**src/rtl/tcode_pkg.sv**
```systemverilog
package tcode_pkg;

  // Pulse classes produced by the window comparator
  typedef enum logic [2:0] {
    PK_NONE  = 3'd0,  // no strobe this cycle
    PK_SHORT = 3'd1,  // below the data-0 window
    PK_ZERO  = 3'd2,
    PK_ONE   = 3'd3,
    PK_GAP   = 3'd4,  // minute marker
    PK_STRAY = 3'd5   // outside every window
  } pulse_kind_e;

  function automatic logic kind_is_data(input pulse_kind_e k);
    return (k == PK_ZERO) || (k == PK_ONE);
  endfunction

  function automatic logic kind_restarts(input pulse_kind_e k);
    return (k == PK_SHORT) || (k == PK_GAP);
  endfunction

endpackage

```
**src/rtl/tcode_classify.sv**
```systemverilog
module tcode_classify
  import tcode_pkg::*;
#(
  parameter int LEN_W    = 16,
  parameter int ZERO_MIN = 3,
  parameter int ZERO_MAX = 5,
  parameter int ONE_MIN  = 7,
  parameter int ONE_MAX  = 9,
  parameter int GAP_MIN  = 40,
  parameter int GAP_MAX  = 83
) (
  input  logic             strobe,
  input  logic [LEN_W-1:0] len,
  output pulse_kind_e      kind
);

  localparam logic [LEN_W-1:0] L_ZMIN = LEN_W'(ZERO_MIN);
  localparam logic [LEN_W-1:0] L_ZMAX = LEN_W'(ZERO_MAX);
  localparam logic [LEN_W-1:0] L_OMIN = LEN_W'(ONE_MIN);
  localparam logic [LEN_W-1:0] L_OMAX = LEN_W'(ONE_MAX);
  localparam logic [LEN_W-1:0] L_GMIN = LEN_W'(GAP_MIN);
  localparam logic [LEN_W-1:0] L_GMAX = LEN_W'(GAP_MAX);

  logic in_short, in_zero, in_one, in_gap;

  always_comb begin
    in_short = (len < L_ZMIN);
    in_zero  = (len >= L_ZMIN) && (len <= L_ZMAX);
    in_one   = (len >= L_OMIN) && (len <= L_OMAX);
    in_gap   = (len >= L_GMIN) && (len <= L_GMAX);
  end

  always_comb begin
    if (!strobe)       kind = PK_NONE;
    else if (in_short) kind = PK_SHORT;
    else if (in_zero)  kind = PK_ZERO;
    else if (in_one)   kind = PK_ONE;
    else if (in_gap)   kind = PK_GAP;
    else               kind = PK_STRAY;
  end

endmodule

```
**src/rtl/tcode_assemble.sv**
```systemverilog
module tcode_assemble
  import tcode_pkg::*;
#(
  parameter int FRAME_BITS = 59,
  parameter int BUF_W      = 64
) (
  input  logic             clk,
  input  logic             rst,
  input  pulse_kind_e      kind,
  output logic             frame_done,
  output logic [BUF_W-1:0] frame_word
);

  localparam int                IDX_W = $clog2(FRAME_BITS + 1);
  localparam logic [IDX_W-1:0]  LAST  = IDX_W'(FRAME_BITS - 1);

  logic [IDX_W-1:0]      pos_q;
  logic [FRAME_BITS-1:0] work_q;
  logic [FRAME_BITS-1:0] work_d;
  logic                  is_data;
  logic                  bit_val;

  always_comb begin
    is_data = kind_is_data(kind);
    bit_val = (kind == PK_ONE);
  end

  // One write-enable per frame bit
  for (genvar i = 0; i < FRAME_BITS; i++) begin : g_bit
    logic hit;
    assign hit       = is_data && (pos_q == IDX_W'(i));
    assign work_d[i] = hit ? bit_val : work_q[i];
  end

  always_ff @(posedge clk) begin
    if (rst) begin
      work_q <= '0;
    end else begin
      work_q <= work_d;
    end
  end

  always_ff @(posedge clk) begin
    if (rst) begin
      pos_q <= '0;
    end else if (is_data) begin
      pos_q <= (pos_q == LAST) ? '0 : pos_q + 1'b1;
    end else if (kind_restarts(kind)) begin
      pos_q <= '0;
    end
  end

  assign frame_done = is_data && (pos_q == LAST);

  if (BUF_W > FRAME_BITS) begin : g_pad
    assign frame_word = {{(BUF_W - FRAME_BITS){1'b0}}, work_d};
  end else begin : g_nopad
    assign frame_word = work_d;
  end

endmodule

```
**src/rtl/tcode_frame_out.sv**
```systemverilog
module tcode_frame_out #(
  parameter int BUF_W = 64
) (
  input  logic             clk,
  input  logic             rst,
  input  logic             load,
  input  logic [BUF_W-1:0] word,
  input  logic             ack,
  output logic [BUF_W-1:0] buf_q,
  output logic             ready_q
);

  always_ff @(posedge clk) begin
    if (rst) begin
      buf_q <= '0;
    end else if (load) begin
      buf_q <= word;
    end
  end

  // A completing frame takes priority over a clear
  always_ff @(posedge clk) begin
    if (rst) begin
      ready_q <= 1'b0;
    end else if (load) begin
      ready_q <= 1'b1;
    end else if (ack) begin
      ready_q <= 1'b0;
    end
  end

endmodule

```
**src/rtl/tcode_pulse_decoder.sv**
```systemverilog
module tcode_pulse_decoder
  import tcode_pkg::*;
#(
  parameter int LEN_W      = 16,
  parameter int FRAME_BITS = 59,
  parameter int BUF_W      = 64,
  parameter int ZERO_MIN   = 3,
  parameter int ZERO_MAX   = 5,
  parameter int ONE_MIN    = 7,
  parameter int ONE_MAX    = 9,
  parameter int GAP_MIN    = 40,
  parameter int GAP_MAX    = 83
) (
  input  logic             clk,
  input  logic             rst,
  input  logic             len_valid,
  input  logic [LEN_W-1:0] len_ticks,
  input  logic             frame_ack,
  output logic [BUF_W-1:0] frame_buf,
  output logic             frame_ready
);

  pulse_kind_e      kind;
  logic             done;
  logic [BUF_W-1:0] word;

  tcode_classify #(
    .LEN_W   (LEN_W),
    .ZERO_MIN(ZERO_MIN), .ZERO_MAX(ZERO_MAX),
    .ONE_MIN (ONE_MIN),  .ONE_MAX (ONE_MAX),
    .GAP_MIN (GAP_MIN),  .GAP_MAX (GAP_MAX)
  ) u_cls (
    .strobe(len_valid),
    .len   (len_ticks),
    .kind  (kind)
  );

  tcode_assemble #(
    .FRAME_BITS(FRAME_BITS),
    .BUF_W     (BUF_W)
  ) u_asm (
    .clk       (clk),
    .rst       (rst),
    .kind      (kind),
    .frame_done(done),
    .frame_word(word)
  );

  tcode_frame_out #(
    .BUF_W(BUF_W)
  ) u_out (
    .clk    (clk),
    .rst    (rst),
    .load   (done),
    .word   (word),
    .ack    (frame_ack),
    .buf_q  (frame_buf),
    .ready_q(frame_ready)
  );

endmodule

```
**config.mk**
```make
export PLATFORM = sky130hd
export DESIGN_NAME = tcode_pulse_decoder
export DESIGN_NICKNAME = d
export VERILOG_FILES = /design/src/rtl/tcode_pkg.sv /design/src/rtl/tcode_classify.sv /design/src/rtl/tcode_assemble.sv /design/src/rtl/tcode_frame_out.sv /design/src/rtl/tcode_pulse_decoder.sv
export SDC_FILE = /design/constraint.sdc
export NUM_CORES = 1
export LEC_CHECK = 0
export BUFFER_PORTS_ARGS = -buffer_cell sky130_fd_sc_hd__buf_2
export CAP_MARGIN = 20
export CORE_ASPECT_RATIO = 1.25
export CORE_MARGIN = 2
export CORE_UTILIZATION = 25
export CTS_BUF_LIST = sky130_fd_sc_hd__clkbuf_4
export CTS_CLUSTER_SIZE = 24
export DETAILED_ROUTE_END_ITERATION = 8
export GPL_ROUTABILITY_DRIVEN = 0
export GPL_TIMING_DRIVEN = 0
export PLACE_DENSITY = 0.53
export SLEW_MARGIN = 20
export SYNTH_ARGS = -nofsm -noshare
export SYNTH_HDL_FRONTEND = slang
export SYNTH_SLANG_ARGS = --single-unit
```
**constraint.sdc**
```tcl
create_clock -name clk -period 2.38 [get_ports clk]
set_input_delay 0.119 -clock clk [delete_from_list [all_inputs] [get_ports clk]]
set_output_delay 0.119 -clock clk [all_outputs]
set_load 0.02 [all_outputs]
```
Word-level counts from Yosys, hierarchy flattened
Cells that the tools add are included.

operators by class
  add/sub/neg operators = 1
  order comparisons = 7
  eq/ne operators = 62
  multiplexer cells = 69
  reductions and logical operators = 67

operators by type and width
  kind                   count
  $eq A6 B6 Y1 const B   27
  $eq A6 B5 Y1 const B   16
  $logic_and A1 B1 Y1    62
  $mux W1                62
  $eq A6 B4 Y1 const B   8
  $eq A6 B3 Y1 const B   4
  $mux W6                3
  $ge A16 B2 Y1 const B  1
  $ge A16 B3 Y1 const B  1
  $ge A16 B6 Y1 const B  1
  $le A16 B3 Y1 const B  1
  $le A16 B4 Y1 const B  1
  $le A16 B7 Y1 const B  1
  $lt A16 B2 Y1 const B  1
  $eq A6 B2 Y1 const B   2
  $mux W3                4
  $add A6 B1 Y6 const B  1
  $eq A3 B2 Y1 const B   2
  $eq A6 B1 Y1 const B   1
  $logic_not A6 Y1       1
  $reduce_bool A2 Y1     2
  $eq A3 B1 Y1 const B   1
  $eq A3 B3 Y1 const B   1
  $logic_or A1 B1 Y1     2

storage, ports and cells
  register bits = 125
  input bits = 20
  output and inout port bits = 65
  word-level logic and storage cells = 210

Logic depth before layout (Yosys ltp)
Gate-level depths: netlist of the first run.

  depth in word-level cells = 11
  depth in mapped cells = 9
  depth with buffers taken out = 6

Hierarchy
From an unflattened synthesis of the first run, not the netlist that was laid out.

second synthesis, totals
  cell total of the unflattened synthesis = 565
  area, all modules = 5,676.7 um^2

by module, submodules not included
  module           instances  cells an instance  area each (um^2)  sequential area each (um^2)
  tcode_assemble   1          332                3,174.3           1,301.2
  tcode_frame_out  1          210                2,344.7           1,301.2
  tcode_classify   1          23                 157.7             0.0

Worst setup path before layout of the first run
No wires, ideal clock.

  path type = reg2reg
  start point = register u_asm.pos_q[0]
  end point = register u_out.buf_q[41]
  data arrival time = 1.622 ns
  required time = 2.248 ns
  setup slack = 0.625 ns
  stages on the path, launching flop included = 10
  path buffers = 3
  clock period less this slack = 1.755 ns
  cells stage by stage = dfxtp_1 inv_1 ha_1 and4_1 and3_1 buf_2 buf_2 buf_4 nand2_1 a21oi_1

on the way
  longest elaborated chain between the ends = 3
  elaborated cells on any way between the ends = 5
  those cells by class = 2 x eq/ne; 1 x mux; 2 x reduce/logical

RTL lines
  item                      line                   RTL
  start: declaration        tcode_assemble.sv:17   logic [IDX_W-1:0] pos_q;
  start signal: assignment  tcode_assemble.sv:47   pos_q <= (pos_q == LAST) ? '0 : pos_q + 1'b1;
  $eq A6 B6 Y1              tcode_assemble.sv:31   assign hit = is_data && (pos_q == IDX_W'(i));
  $logic_and A1 B1 Y1       tcode_assemble.sv:31
  $mux W1                   tcode_assemble.sv:32   assign work_d[i] = hit ? bit_val : work_q[i];
  end signal: assignment    tcode_frame_out.sv:17  buf_q <= word;
  end: declaration          tcode_frame_out.sv:9   output logic [BUF_W-1:0] buf_q,

Parallel ways exist; a longest one is shown, timed or not.
A chain may end at the register's enable or synchronous reset.

Final worst setup path of the first run
  start point = register u_asm.pos_q[0]
  end point = register u_out.buf_q[31]

on the way
  longest elaborated chain between the ends = 3
  elaborated cells on any way between the ends = 5
  those cells by class = 2 x eq/ne; 1 x mux; 2 x reduce/logical

RTL lines
  item                 line
  $eq A6 B5 Y1         tcode_assemble.sv:31
  $logic_and A1 B1 Y1  tcode_assemble.sv:31
  $mux W1              tcode_assemble.sv:32

Parallel ways exist; a longest one is shown, timed or not.

==> flow_metrics.env, run 1 <==
export IMPL_status="finished, final reports clean"
export IMPL_synth_warnings=0
export IMPL_layout_drive_gt1_share=0.211
export IMPL_syn_to_final_growth_pct=19.8
export IMPL_htree_levels=4
export IMPL_clk_latency_ns=0.52
export IMPL_io_pins=85
export IMPL_crit_type="register to register"
export IMPL_via_per_inst=4.62
export IMPL_cts_tree="done"
export IMPL_period_minus_slack_ns=2.10
export IMPL_cpPeakStageDelay_ns=0.41
export IMPL_drc=0
export IMPL_grt_first_pass_wirelength_um=23200
export IMPL_start_util=0.253
export IMPL_synth_enable_flop_cells=0
export IMPL_finalNonFillerCells=964
export IMPL_holdCritPathClass="input pin to register"
export IMPL_cts_sinks=124
export IMPL_drtPass1Iterations=5
export IMPL_ir_drop_uv=255
export IMPL_root_buffer="clkbuf_4"
export IMPL_finalWirelength_um=14300
export IMPL_place_inst=931
export IMPL_fmax_ghz=0.475
export IMPL_worst_pin_slew_ns=0.675
export IMPL_vias=4451
export IMPL_synth_ff_type="dfxtp_1"
export IMPL_grt_pass1_vias=4265
export IMPL_crit_required_ns=2.83
export IMPL_fin_crit_sh=0.884
export IMPL_antenna_found_initial=1
export IMPL_grt_max_degree=17
export IMPL_slew_violations=0
export IMPL_synth_area_leaders="dfxtp_1, a21oi_1, nand2_1, a311oi_1, nor3_1"
export IMPL_path_clk_slew_ns=0.11
export IMPL_fp_dieW_um=131
export IMPL_avgSynthCellArea_um2=8.72
export IMPL_cts_buffers=17
export IMPL_critPathBufInv=3
export IMPL_fin_worst_skew_ns=0.0159
export IMPL_yosysSeqAreaShare=0.493
export IMPL_setup_viol=0
export IMPL_tns_ns=0
export IMPL_die_h_um=163
export IMPL_worst_path_max_delay_cell="clkbuf_1"
export IMPL_cap_violations=0
export IMPL_crit_fanout=10
export IMPL_port_buffers=79
export IMPL_grt_setup_unrepaired="no"
export IMPL_synth_top_area_share=0.493
export IMPL_startpoint_type="register"
export IMPL_final_nets=705
export IMPL_relSlewSlack=0.550
export IMPL_clockBufferDepth=2
export IMPL_cp_data_arrival_time_ns=2.55
export IMPL_cp_end_kind="register"
export IMPL_placementRows=58
export IMPL_fillers=2167
export IMPL_dieArea_mm2=0.0213
export IMPL_synth_seq_cells=124
export IMPL_grt_usage=0.140
export IMPL_gr_total_overflow=0
export IMPL_core_area_mm2=0.0200
export IMPL_first_iter_violations=233
export IMPL_async_flop_share=0
export IMPL_power_leakage_uw=0.00223
export IMPL_antenna_left=0
export IMPL_hpwl_um=10400
export IMPL_post_cts_buffers=0
export IMPL_postSynthCellCount=578
export IMPL_path_cells="inv_1, ha_1, and4_1, and3_1, buf_2, clkbuf_1, nand2_1, a21oi_1"
export IMPL_synthesis_area_mm2=0.00504
export IMPL_finalHoldViolCount=0
export IMPL_ys_types=41
export IMPL_synth_top_cell_by_area="dfxtp_1"
export IMPL_post_drt_wl_per_cell_um=14.9
export IMPL_cellPowerDensity_mw_per_mm2=575
export IMPL_cp_top_family="buffers and inverters"
-- logic make-up (layout without fill, tap and decap cells) --
family | after synthesis | count (layout) | synth area share
flops | 124 | 124 | 0.493
compound gates | 168 | 168 | 0.210
mux | 2 | 2 | 0.00447
xor+xnor | 1 | 1 | 0.00174
other cells | 1 | 6 | 0.000744
buf+inv | 68 | 179 | 0.0638
fa+ha+maj | 4 | 4 | 0.00993
simple gates | 210 | 210 | 0.217
-- repair_timing --
item / 4_1_cts / 5_1_grt
endpoints found under the hold margin: 1 / 0
resized for setup: 0 / 1
setup endpoints to repair: 0 / 4
hold buffers: 1 / 0
-- Yosys cell counts, types with 3 or more instances --
cell type  number
dfxtp_1       124
nor4_4          6
nor3_1         34
a21oi_1       110
buf_4           9
nor2_1         16
and3_1         23
a311oi_1       42
nand2_1        99
nor2b_1         3
and2_1         10
buf_2          14
clkbuf_1       40
a211o_1         3
inv_1           3
ha_1            4
nand3_1         4
-- metrics by stage --
stage	setup slack, ns	cell area (um2)	total power [uW]	hold slack (ns)	util
2_1_floorplan	0.625	5050	2180	0.301	-
3_3_place_gp	0.0803	5790	2220	0.402	0.290
3_5_place_dp	0.107	5790	2220	0.400	0.290
4_1_cts	0.0786	6030	3510	0.0197	0.302
5_1_grt	0.0749	6040	3600	0.0150	0.303
6_report	0.275	6040	3470	0.0508	0.303
-- sequential cells by signal, summed over array words and instances (netlist names) --
register,cells
u_asm.pos_q,6
u_out.buf_q,59
u_asm.work_q,58
u_out.ready_q,1
-- per-layer routing --
| metal | part of all wire | GRT usage | vias to the layer above | wire length, um |
|---|---|---|---|---|
| li1 | - | - | 2267 | - |
| met5 | 0 | 0 | - | 0 |
| met4 | 0.014 | 0.0469 | 0 | 197 |
| met1 | 0.47 | 0.183 | 2057 | 6670 |
| met3 | 0.057 | 0.0335 | 11 | 822 |
| met2 | 0.46 | 0.226 | 116 | 6650 |
-- cell type report --
cell class / count / area (um2) / share of cell area
well taps: 270 / 338 / 0.0559
clock buffers: 21 / 158 / 0.0261
flip-flops and latches: 124 / 2480 / 0.411
clock inverters: 10 / 76.3 / 0.0126
inverters: 3 / 11.3 / 0.00186
plain buffers: 65 / 310 / 0.0514
repair buffers: 80 / 405 / 0.0671
diodes: 1 / 2.50 / 0.000414
multi-input cells: 390 / 2260 / 0.374
-- report_power, final --
part | internal, uW | total, uW | switching (uW)
Sequential | 2070 | 2070 | 0.00367
Combinational | 32.8 | 104 | 70.8
Clock | 542 | 1300 | 753
Total | 2650 | 3470 | 824
-- worst reg2reg max path, stage by stage (launching register included) --
cell and delay (ns):
dfxtp_1 0.37, inv_1 0.10, ha_1 0.24, and4_1 0.32, and3_1 0.18, buf_2 0.15
clkbuf_1 0.41, nand2_1 0.13, a21oi_1 0.14
-- path summary, 6_finish.rpt --
check / cells past startpoint / slack, ns / from / endpoint
setup / recovery: 8 / 0.28 / u_asm.pos_q[0]$_SDFFE_PP0P_ / u_out.buf_q[31]$_SDFFE_PP0P_
hold / removal: 3 / 0.05 / rst / u_asm.pos_q[3]$_SDFFE_PP0P_
hold reg to reg: 2 / 0.46 / u_out.buf_q[19]$_SDFFE_PP0P_ / u_out.buf_q[19]$_SDFFE_PP0P_
setup reg to reg: 8 / 0.28 / u_asm.pos_q[0]$_SDFFE_PP0P_ / u_out.buf_q[31]$_SDFFE_PP0P_
-- cell usage in the layout (no fill, tap or decap), types with 2 or more instances in the layout --
cell type  instances
a22o_1             2
and4_1             2
clkinv_1           2
nor3b_1            2
mux2_2             2
dfxtp_1          124
nor2b_1            3
a21oi_1          110
and3_1            23
nor2_1            16
and2_0             2
a311oi_1          42
ha_1               4
conb_1             5
buf_2             93
nand3b_1           2
a211o_1            3
buf_4              9
clkinv_2           6
a221o_1            2
nand3_1            3
nand2b_1           2
or4_1              2
and2_1            10
clkbuf_4          21
nor3_1            34
nor4_4             6
nand2_1           99
inv_1              3
clkbuf_1          40
buf_6              2
No activity file was read; power rests on OpenSTA's default activity.
==> inputs of run 2 (changes only) <==
Settings changed: ABC_AREA set to 1, PLACE_DENSITY 0.53 to 0.52.
Clock period 2.38 ns to 2.5 ns, I/O delays scaled along.
==> run 2 against run 1 <==
  * Power up 1.3%
  * Cell area up 10%
  * Die area up 11%
  * Clock skew down 0.0058 ns
  * Core utilization down 0.17 points
  * Synthesized area up 11%
  * Cell count up 23%
  * Global-route usage up 0.81 points
  * Sequential power down 5%
  * Routed wire length up 17%
  * Largest cell class is now multi-input gates
==> flow_metrics.env, run 2 <==
export IMPL_postSynthCellCount=786
export IMPL_gr_total_overflow=0
export IMPL_synth_warnings=0
export IMPL_fin_worst_skew_ns=0.0101
export IMPL_vias=5452
export IMPL_dieArea_mm2=0.0237
export IMPL_cts_buffers=17
export IMPL_path_clk_slew_ns=0.10
export IMPL_startpoint_type="register"
export IMPL_layout_drive_gt1_share=0.169
export IMPL_cellPowerDensity_mw_per_mm2=528
export IMPL_clk_latency_ns=0.52
export IMPL_drc=0
export IMPL_grt_max_degree=17
export IMPL_relSlewSlack=0.369
export IMPL_fmax_ghz=0.466
export IMPL_reg2reg_to="u_out.buf_q[41]$_SDFFE_PP0P_"
export IMPL_reg_top3="u_out.buf_q x59, u_asm.work_q x58, u_asm.pos_q x6"
export IMPL_final_nets=912
export IMPL_hold_depth=5
export IMPL_drtPass1Iterations=5
export IMPL_root_buffer="clkbuf_4"
export IMPL_place_inst=1151
export IMPL_setup_viol=0
export IMPL_placed_cell_area_mm2=0.00637
export IMPL_yosysMostFrequentCell="nand2_1"
export IMPL_synth_ff_type="dfxtp_1"
export IMPL_holdCritPathClass="input pin to register"
export IMPL_htree_levels=4
export IMPL_synth_top_area_share=0.442
export IMPL_cts_sinks=124
export IMPL_cts_repair_resized=0
export IMPL_antenna_left=0
export IMPL_syn_to_final_growth_pct=18.7
export IMPL_finalWirelength_um=16800
export IMPL_post_cts_buffers=0
export IMPL_rr_startpoint="u_asm.pos_q[0]$_SDFFE_PP0P_"
export IMPL_synth_seq_cells=124
export IMPL_synth_enable_flop_cells=0
export IMPL_die_h_um=171
export IMPL_reg2reg_setup_slack_ns=0.35
export IMPL_core_area_mm2=0.0221
export IMPL_ys_types=26
export IMPL_cap_violations=0
export IMPL_worst_pin_slew_ns=0.943
export IMPL_netlist_top_cells_count="nand2_1, dfxtp_1, nand4_1"
export IMPL_avgSynthCellArea_um2=7.14
export IMPL_crit_fanout=10
export IMPL_grt_usage=0.148
export IMPL_first_iter_violations=268
export IMPL_hold_end="u_asm.pos_q[2]$_SDFFE_PP0P_"
export IMPL_async_flop_share=0
export IMPL_grt_setup_unrepaired="no"
export IMPL_start_util=0.253
export IMPL_fillers=2459
export IMPL_synth_area_leaders="dfxtp_1, nand4_1, nand2_1, nor2_1, a21oi_1"
export IMPL_grt_pass1_vias=5293
export IMPL_power_leakage_uw=0.00292
export IMPL_fp_dieW_um=138
export IMPL_crit_type="register to register"
export IMPL_cts_tree="done"
export IMPL_io_pins=85
export IMPL_finalHoldViolCount=0
export IMPL_synth_top_cell_by_area="dfxtp_1"
export IMPL_tns_ns=0
export IMPL_final_cell_mix="nand2_1, dfxtp_1, nand4_1, buf_2, nor2_1"
export IMPL_clockBufferDepth=2
export IMPL_cp_end_kind="register"
export IMPL_hpwl_um=12300
export IMPL_hold_buffers=1
export IMPL_cp_data_arrival_time_ns=2.56
export IMPL_finalNonFillerCells=1185
export IMPL_final_util=0.301
export IMPL_seqCellArea_mm2=0.00248
export IMPL_ff2ff_path_depth=9
export IMPL_status="finished, final reports clean"
export IMPL_fin_crit_sh=0.859
export IMPL_antenna_found_initial=2
export IMPL_ir_drop_uv=240
export IMPL_hold_start="len_valid"
export IMPL_synthesis_area_mm2=0.00561
export IMPL_period_minus_slack_ns=2.15
export IMPL_crit_required_ns=2.91
export IMPL_post_drt_wl_per_cell_um=14.2
export IMPL_layout_commonest_cell="nand2_1"
export IMPL_final_area_mm2=0.00666
export IMPL_largest_reg_flops=59
export IMPL_via_per_inst=4.60
export IMPL_multiInputGateArea_mm2=0.00249
export IMPL_slew_violations=0
export IMPL_yosysSeqAreaShare=0.442
export IMPL_port_buffers=78
export IMPL_grt_first_pass_wirelength_um=27200
export IMPL_placementRows=61
export IMPL_top_register="u_out.buf_q"
export IMPL_total_power_uw=3520
-- run 2: cell types whose count changed in the layout (fill, tap and decap cells not counted), sizes merged, moves of 42 or more --
cell and change:
a21oi -46, a311oi -42, inv +82, nand2 +51
nand4 +117, nor2 +79, o21ai +63
-- run 2: metal layers --
metal / vias to the layer above / global-route usage / wire, um
met4: 0 / 0.0612 / 522
li1: 2826 / - / -
met5: - / 0 / 0
met2: 134 / 0.256 / 8200
met1: 2458 / 0.179 / 7310
met3: 34 / 0.0283 / 768
-- run 2: through the flow --
stage          setup WS, ns  hold WS [ns]
2_1_floorplan         0.923         0.288
3_3_place_gp          0.349         0.387
3_5_place_dp          0.360         0.393
4_1_cts               0.335        0.0563
5_1_grt               0.156        0.0861
6_report              0.354        0.0990
-- run 2: how the worst max path moves through the flow --
| stage | startpoint | depth (start not counted) | to |
|---|---|---|---|
| detailed placement | u_asm.pos_q[0]$_SDFFE_PP0P_ | 8 | u_out.buf_q[36]$_SDFFE_PP0P_ |
| floorplan | u_asm.pos_q[0]$_SDFFE_PP0P_ | 9 | u_out.buf_q[40]$_SDFFE_PP0P_ |
| CTS | u_asm.pos_q[0]$_SDFFE_PP0P_ | 9 | u_out.buf_q[11]$_SDFFE_PP0P_ |
| finish | u_asm.pos_q[0]$_SDFFE_PP0P_ | 9 | u_out.buf_q[41]$_SDFFE_PP0P_ |
| global route | u_asm.pos_q[0]$_SDFFE_PP0P_ | 8 | u_out.buf_q[37]$_SDFFE_PP0P_ |
| global placement | u_asm.pos_q[0]$_SDFFE_PP0P_ | 9 | u_out.buf_q[50]$_SDFFE_PP0P_ |
-- run 2: power breakdown --
part | internal [uW] | switching, uW | total (uW)
logic | 33.5 | 77.4 | 111
clock network | 702 | 732 | 1430
registers | 1970 | 0.00309 | 1970
-- run 2: logic make-up (layout without fill, tap and decap cells) --
kind of cell	after synthesis	after routing	share of synthesized area
buf+inv	151	261	0.116
simple gates	372	372	0.310
xor+xnor	2	2	0.00312
other cells	1	7	0.000668
fa+ha+maj	4	4	0.00892
compound gates	132	132	0.119
flops	124	124	0.442
-- run 2: cell type report --
class,count,area share
Inverter,85,0.0479
Tap cell,283,0.0532
Multi-Input combinational cell,515,0.374
Sequential cell,124,0.373
Antenna cell,2,0.000751
Clock inverter,11,0.0190
Timing Repair Buffer,79,0.0601
Clock buffer,20,0.0225
Buffer,66,0.0502
-- run 2: critical path, cell delays in order, from the launching register on --
cell and delay [ns]:
dfxtp_1 0.36, inv_1 0.11, ha_1 0.15, inv_1 0.09, nor2_4 0.27, nand2_2 0.15, nor2_4 0.34, buf_4 0.28
buf_4 0.20, a21oi_1 0.08
